--- config.mk ---
export PLATFORM = sky130hd
export DESIGN_NAME = console_io_ctrl
export DESIGN_NICKNAME = d
export VERILOG_FILES = /design/src/rtl/console_io_pkg.sv /design/src/rtl/console_io_decode.sv /design/src/rtl/console_io_regs.sv /design/src/rtl/console_io_ctrl.sv
export SDC_FILE = /design/constraint.sdc
export NUM_CORES = 1
export LEC_CHECK = 0
export ABC_AREA = 1
export BUFFER_PORTS_ARGS = -buffer_cell sky130_fd_sc_hd__buf_2
export CAP_MARGIN = 20
export CORE_ASPECT_RATIO = 1.4
export CORE_MARGIN = 2
export CORE_UTILIZATION = 40
export CTS_CLUSTER_SIZE = 12
export DETAILED_ROUTE_END_ITERATION = 6
export PLACE_DENSITY_LB_ADDON = 0.25
export SLEW_MARGIN = 20
export SYNTH_ARGS = -nofsm -noshare
export SYNTH_HDL_FRONTEND = slang
export SYNTH_HIERARCHICAL = 1
export SYNTH_SLANG_ARGS = --single-unit
--- constraint.sdc ---
create_clock -name clk -period 2 [get_ports clk]
set_clock_uncertainty 0.1 [all_clocks]
set_input_delay 0.3 -clock clk [delete_from_list [all_inputs] [get_ports clk]]
set_output_delay 0.3 -clock clk [all_outputs]
set_load 0.01 [all_outputs]
--- src/rtl/console_io_pkg.sv ---
package console_io_pkg;

  typedef enum logic [2:0] {
    SEL_MEM,
    SEL_KSTAT,
    SEL_KDATA,
    SEL_DSTAT,
    SEL_DDATA
  } rdSel_t;

  typedef struct packed {
    logic   kbdStatWr;
    logic   kbdDataRd;
    logic   dispStatWr;
    logic   dispDataWr;
    rdSel_t rdSel;
  } ioCtl_t;

endpackage

--- src/rtl/console_io_decode.sv ---
module console_io_decode
  import console_io_pkg::*;
#(
  parameter int ADDR_W = 16,
  parameter logic [ADDR_W-1:0] KBD_STAT_ADDR  = 16'hFE00,
  parameter logic [ADDR_W-1:0] KBD_DATA_ADDR  = 16'hFE02,
  parameter logic [ADDR_W-1:0] DISP_STAT_ADDR = 16'hFE04,
  parameter logic [ADDR_W-1:0] DISP_DATA_ADDR = 16'hFE06
) (
  input  logic              clk,
  input  logic              rst,
  input  logic [ADDR_W-1:0] busAddr,
  input  logic              busRead,
  input  logic              busWrite,
  output ioCtl_t            ctl,
  output logic              memRead,
  output logic              memWrite
);
  localparam int N_REGS = 4;
  localparam logic [N_REGS*ADDR_W-1:0] ADDR_TABLE =
    {DISP_DATA_ADDR, DISP_STAT_ADDR, KBD_DATA_ADDR, KBD_STAT_ADDR};

  logic [N_REGS-1:0] hit;
  logic              devHit;

  for (genvar i = 0; i < N_REGS; i++) begin : gHit
    assign hit[i] = (busAddr == ADDR_TABLE[i*ADDR_W +: ADDR_W]);
  end

  assign devHit = |hit;

  always_comb begin
    ctl            = '0;
    ctl.rdSel      = SEL_MEM;
    ctl.kbdStatWr  = busWrite && hit[0];
    ctl.kbdDataRd  = busRead  && hit[1];
    ctl.dispStatWr = busWrite && hit[2];
    ctl.dispDataWr = busWrite && hit[3];
    if (hit[0])      ctl.rdSel = SEL_KSTAT;
    else if (hit[1]) ctl.rdSel = SEL_KDATA;
    else if (hit[2]) ctl.rdSel = SEL_DSTAT;
    else if (hit[3]) ctl.rdSel = SEL_DDATA;
  end

  assign memRead  = busRead  && !devHit;
  assign memWrite = busWrite && !devHit;

  assert_strobe_excl_R1: assert property (@(posedge clk) disable iff (rst)
    $onehot0({ctl.kbdStatWr, ctl.kbdDataRd, ctl.dispStatWr, ctl.dispDataWr}));

  assert_mem_block_R10: assert property (@(posedge clk) disable iff (rst)
    (ctl.rdSel != SEL_MEM) |-> (!memRead && !memWrite));

endmodule

--- src/rtl/console_io_regs.sv ---
module console_io_regs
  import console_io_pkg::*;
#(
  parameter int DATA_W = 16,
  parameter int CHAR_W = 8
) (
  input  logic              clk,
  input  logic              rst,
  input  ioCtl_t            ctl,
  input  logic [DATA_W-1:0] busWdata,
  input  logic [DATA_W-1:0] memRdata,
  output logic [DATA_W-1:0] busRdata,
  input  logic [CHAR_W-1:0] kbdChar,
  input  logic              kbdValid,
  output logic [CHAR_W-1:0] dispChar,
  output logic              dispStrobe,
  input  logic              dispDone,
  output logic              kbdIrq,
  output logic              dispIrq
);
  localparam int READY_BIT = DATA_W - 1;
  localparam int IE_BIT    = DATA_W - 2;
  localparam int PAD_W     = DATA_W - CHAR_W;

  logic              kbdReady, kbdIe, dispReady, dispIe;
  logic [CHAR_W-1:0] kbdData, dispCharQ;
  logic              dispAccept;

  assign dispAccept = ctl.dispDataWr && dispReady;

  // keyboard side
  always_ff @(posedge clk) begin
    if (rst) begin
      kbdReady <= 1'b0;
      kbdIe    <= 1'b0;
      kbdData  <= '0;
    end else begin
      if (!kbdReady && kbdValid) begin
        kbdReady <= 1'b1;
        kbdData  <= kbdChar;
      end else if (kbdReady && ctl.kbdDataRd) begin
        kbdReady <= 1'b0;
      end
      if (ctl.kbdStatWr) kbdIe <= busWdata[IE_BIT];
    end
  end

  // display side
  always_ff @(posedge clk) begin
    if (rst) begin
      dispReady  <= 1'b1;
      dispIe     <= 1'b0;
      dispCharQ  <= '0;
      dispStrobe <= 1'b0;
    end else begin
      dispStrobe <= dispAccept;
      if (dispAccept) begin
        dispReady <= 1'b0;
        dispCharQ <= busWdata[CHAR_W-1:0];
      end else if (dispDone) begin
        dispReady <= 1'b1;
      end
      if (ctl.dispStatWr) dispIe <= busWdata[IE_BIT];
    end
  end

  function automatic logic [DATA_W-1:0] statusWord(input logic rdy, input logic ie);
    logic [DATA_W-1:0] w;
    w            = '0;
    w[READY_BIT] = rdy;
    w[IE_BIT]    = ie;
    return w;
  endfunction

  always_comb begin
    unique case (ctl.rdSel)
      SEL_KSTAT: busRdata = statusWord(kbdReady, kbdIe);
      SEL_KDATA: busRdata = {{PAD_W{1'b0}}, kbdData};
      SEL_DSTAT: busRdata = statusWord(dispReady, dispIe);
      SEL_DDATA: busRdata = {{PAD_W{1'b0}}, dispCharQ};
      default:   busRdata = memRdata;
    endcase
  end

  assign dispChar = dispCharQ;
  assign kbdIrq   = kbdReady && kbdIe;
  assign dispIrq  = dispReady && dispIe;

  assert_kbd_capture_R2: assert property (@(posedge clk) disable iff (rst)
    (!kbdReady && kbdValid) |=> (kbdReady && kbdData == $past(kbdChar)));

  assert_kbd_locked_R3: assert property (@(posedge clk) disable iff (rst)
    (kbdReady && !ctl.kbdDataRd) |=> (kbdReady && $stable(kbdData)));

  assert_kbd_release_R4: assert property (@(posedge clk) disable iff (rst)
    (kbdReady && ctl.kbdDataRd) |=> !kbdReady);

  assert_disp_pulse_R6: assert property (@(posedge clk) disable iff (rst)
    dispStrobe |=> !dispStrobe);

  assert_disp_drop_R7: assert property (@(posedge clk) disable iff (rst)
    (!dispReady && ctl.dispDataWr) |=> (!dispStrobe && $stable(dispCharQ)));

  assert_disp_done_R8: assert property (@(posedge clk) disable iff (rst)
    (dispDone && !dispAccept) |=> dispReady);

endmodule

--- src/rtl/console_io_ctrl.sv ---
module console_io_ctrl
  import console_io_pkg::*;
#(
  parameter int ADDR_W = 16,
  parameter int DATA_W = 16,
  parameter int CHAR_W = 8
) (
  input  logic              clk,
  input  logic              rst,
  input  logic [ADDR_W-1:0] busAddr,
  input  logic              busRead,
  input  logic              busWrite,
  input  logic [DATA_W-1:0] busWdata,
  output logic [DATA_W-1:0] busRdata,
  input  logic [DATA_W-1:0] memRdata,
  output logic              memRead,
  output logic              memWrite,
  input  logic [CHAR_W-1:0] kbdChar,
  input  logic              kbdValid,
  output logic [CHAR_W-1:0] dispChar,
  output logic              dispStrobe,
  input  logic              dispDone,
  output logic              kbdIrq,
  output logic              dispIrq
);
  ioCtl_t ctl;

  console_io_decode #(.ADDR_W(ADDR_W)) uDecode (
    .clk(clk), .rst(rst), .busAddr(busAddr), .busRead(busRead),
    .busWrite(busWrite), .ctl(ctl), .memRead(memRead), .memWrite(memWrite)
  );

  console_io_regs #(.DATA_W(DATA_W), .CHAR_W(CHAR_W)) uRegs (
    .clk(clk), .rst(rst), .ctl(ctl), .busWdata(busWdata),
    .memRdata(memRdata), .busRdata(busRdata), .kbdChar(kbdChar),
    .kbdValid(kbdValid), .dispChar(dispChar), .dispStrobe(dispStrobe),
    .dispDone(dispDone), .kbdIrq(kbdIrq), .dispIrq(dispIrq)
  );

endmodule

### Word level (Yosys, flattened, before mapping)

Index checks and enable logic that the tools add are counted.

| operators by class | value |
|---|---|
| eq/ne operators | 8 |
| multiplexer cells | 9 |
| reductions and logical operators | 16 |

Operators with widths:

| kind | number |
|---|---|
| $eq A16 B16 Y1 const B | 4 |
| $pmux W16 S4 | 1 |
| $mux W3 | 4 |
| $logic_and A1 B1 Y1 | 11 |
| $eq A3 B2 Y1 const B | 2 |
| $mux W1 | 4 |
| $reduce_bool A2 Y1 | 2 |
| $reduce_or A4 Y1 | 1 |
| $eq A3 B1 Y1 const B | 1 |
| $eq A3 B3 Y1 const B | 1 |
| $logic_not A1 Y1 | 2 |

| storage, ports and cells | value |
|---|---|
| flip-flop bits (word level) | 21 |
| word-level logic and storage cells | 40 |

### Logic depth before layout (Yosys ltp)

| depth | value |
|---|---|
| depth in word-level cells | 7 |
| depth in mapped cells | 12 |

### Modules after synthesis

Netlist, hierarchy kept.

Modules (own cells, without submodules):

| module | instances | cells each | area an instance (µm²) | sequential area each (µm²) |
|---|---|---|---|---|
| console_io_regs | 1 | 156 | 1,076.0 | 420.4 |
| console_io_decode | 1 | 39 | 175.2 | 0.0 |

### Least setup slack after synthesis

OpenSTA, ideal clock, no wires.

| path | value |
|---|---|
| path type | input port to output port |
| from | input busAddr[7] |
| to | output busRdata[0] |
| arrival | 1,430 ps |
| required time | 1,600 ps |
| slack | 170 ps |
| cell stages on the path | 11 |
| buffers on the path | 2 |
| path through | nor2_1 -> nand2_2 -> nor2_1 -> nand2_1 -> inv_1 -> buf_4 -> inv_2 -> o21ai_1 -> buf_4 -> nand3_2 -> nand3_1 |

RTL lines:

| element | line | source |
|---|---|---|
| from (decl) | console_io_ctrl.sv:10 | `input logic [ADDR_W-1:0] busAddr,` |
| to (decl) | console_io_ctrl.sv:14 | `output logic [DATA_W-1:0] busRdata,` |

==> metrics <==
first-pass GRT wire length=5410 um; Fin Setup TNS=0 ns; final hold slack=0.0997 ns; Detailed Route WL=3430 um; total CTS buffers=3; synth cell count leaders=nor2_1 (54), nand2_1 (28), dfxtp_1 (21), o21ai_0 (19); Die X=51.3 um; sequential cell area fraction in the yosys report=33.6%; CP required=1.60 ns; final period utilization=98.5%; syn_area_per_cell=6.42 sq um; worst setup margin=0.0296 ns; Max IR drop VDD=0.307 mV; Synth area leader=dfxtp_1; Final setup viols=0; Synth-to-Final Area Change=57.4%; Ant. Diodes=0; Design Area, Final=1970 sq um; Most used DFF post-synth=dfxtp_1; Power Total=0.882 mW; # clock sinks=21; worst slack, placed=-0.0713 ns; Global Route Usage Sum=18.5%; nets@finish=354; Final Critical Period=1.97 ns; crit start category=primary input; Slew Viols, Final=0; fmax=507 MHz; Placed Instances=325; antenna violations before repair=0; Critical R2R Launch=uRegs/dispReady; most used routing layer=met2; DRC=0; final antenna-violating net count=0; fraction of registers with async set or reset after synthesis=0%; H-tree levels=1; Clock transition at path regs=0.07 ns; Synth Warn #=6; Least-Margin Pin Slew=0.516 ns; I/O pins=91; Setup CP Type=in2out; CP Capture Type=output port; Mapped Nets=257; Crit. Startpoint=busAddr[5]; Post-synth EDFFs=0; max-cap viol count=0; GRT Residual Overflow=0; wire per inst=10.4 um; Pre-antenna DRT Iters=4; drt via density=4.71; met1 GRT Util=20.9%; Starting DRT DRC Count=18; Post-Layout Cell Count=330; number of global-route vias before repair=1,406; top cells by area, synth=dfxtp_1 (34%), nor2_1 (16%), nand2_1 (8.4%); layout cells sized above 1=49.8%; post-synthesis cell count=195; Power Density=448 nW/um^2; Initial Util=40.8%; CTS tree=done; Worst Hold Launch=rst; Rel. slew slack=65.6%; flip-flop and latch count after synthesis=21; Hold WC Path Type=in2reg; HPWL Detailed=2720 um; core area=3060 sq um; Hold Fails Final Rpt=0; routed via count=1,554; Distinct cells, synth=19; Root Driver=clkbuf_8; Die ar.=3600 sq um; most common cell in the netlist=nor2_1; RSZ-0062 raised after global routing=yes; met2 Usage GRT=35.4%; status=complete, no violations; cts hold-fix bufs=0; P_leak=1.05 nW; Final Util=64.3%; CTS Buffer Depth=2; crit path max fanout=8; site row count=24; post-synth top area share=33.6%; arrival time at the worst endpoint=1.57 ns; Routability Congestion=0.843; DIE HEIGHT=70.2 um; clock latency on the worst-skew pair=0.26 ns; largest net degree at the start of global routing=21; Syn Std Cell Area=1250 sq um; Post-DP Area=1800 sq um; M3 GR Usage=1.07%; I/O Buffers=83
-- critical path, stage by stage --
cell and delay, ns:
buf_2 0.10, nor2_2 0.14, nand2_4 0.11, nor2_4 0.13, o21ai_2 0.08, inv_2 0.14, nor2_4 0.05, nand2_4 0.09
buf_12 0.13, nand3_2 0.07, nand3_1 0.09, buf_2 0.14
-- path summary, 6_finish.rpt --
| check | slack [ns] | endpoint | depth (start not counted) |
|---|---|---|---|
| worst min-delay path | 0.1 | uRegs/dispStrobe | 2 |
| worst max-delay path | 0.03 | busRdata[3] | 12 |
| worst max register to register | 0.81 | uRegs/dispChar[4] | 4 |
| worst min register to register | 0.39 | uRegs/kbdData[5] | 2 |
-- per-layer routing --
metal / part of all wire (%) / up-vias
met2: 54 / 52
li1: - / 817
met4: 0.55 / 0
met1: 39 / 683
met5: 0 / -
met3: 6.0 / 2
-- cell usage in the layout, fill, tap and decap left out --
cell / Yosys / routed
buf_2: 0 / 81
nor2_1: 54 / 46
dfxtp_1: 21 / 21
nand2_1: 28 / 20
o21ai_0: 19 / 19
nand3_1: 18 / 17
inv_1: 18 / 15
buf_4: 2 / 11
nand3_2: 10 / 11
nor2_2: 4 / 7
nor2_4: 2 / 7
nand2_2: 2 / 7
inv_2: 3 / 6
buf_6: 1 / 5
nand4_1: 4 / 4
clkbuf_8: 0 / 3
nand2_4: 0 / 3
a21oi_1: 2 / 2
clkinv_2: 0 / 1
o21ai_2: 1 / 1
o21ai_1: 2 / 1
o21ai_4: 0 / 1
o21a_1: 1 / 1
buf_12: 0 / 1
-- layout make-up --
class | instances | area (sq um)
fillers | 301 | 1090
multi-input cells | 147 | 811
repair buffers | 98 | 564
flip-flops and latches | 21 | 420
inverters | 21 | 78.8
well taps | 39 | 48.8
clock buffers | 3 | 41.3
clock inverters | 1 | 5.00
-- state kept, by name, indices dropped and copies added (netlist names) --
register / count
uRegs/dispChar: 8
uRegs/dispIe: 1
uRegs/dispReady: 1
uRegs/dispStrobe: 1
uRegs/kbdData: 8
uRegs/kbdIe: 1
uRegs/kbdReady: 1
-- power breakdown --
part	leakage [nW]	internal, mW	switching (mW)
combinational	0.852	0.0829	0.0789
sequential	0.171	0.433	0.00940
clock	0.0255	0.139	0.139
-- cell families (layout without fill, tap and decap cells) --
| kind of cell | count (synthesis) | in the layout | synth area share, % |
|---|---|---|---|
| DFF | 21 | 21 | 33.6 |
| AOI/OAI and AO/OA | 25 | 25 | 10.5 |
| and+or+nand+nor | 122 | 122 | 46.6 |
| buffers and inverters | 27 | 123 | 9.30 |
-- timing repair --
item                                    in CTS  in global routing
resized for setup                            5                 30
endpoints found under the setup margin      13                 16
setup buffers                                0                  1
pin swaps                                    0                 25
Power figures use the tool's default switching activity.
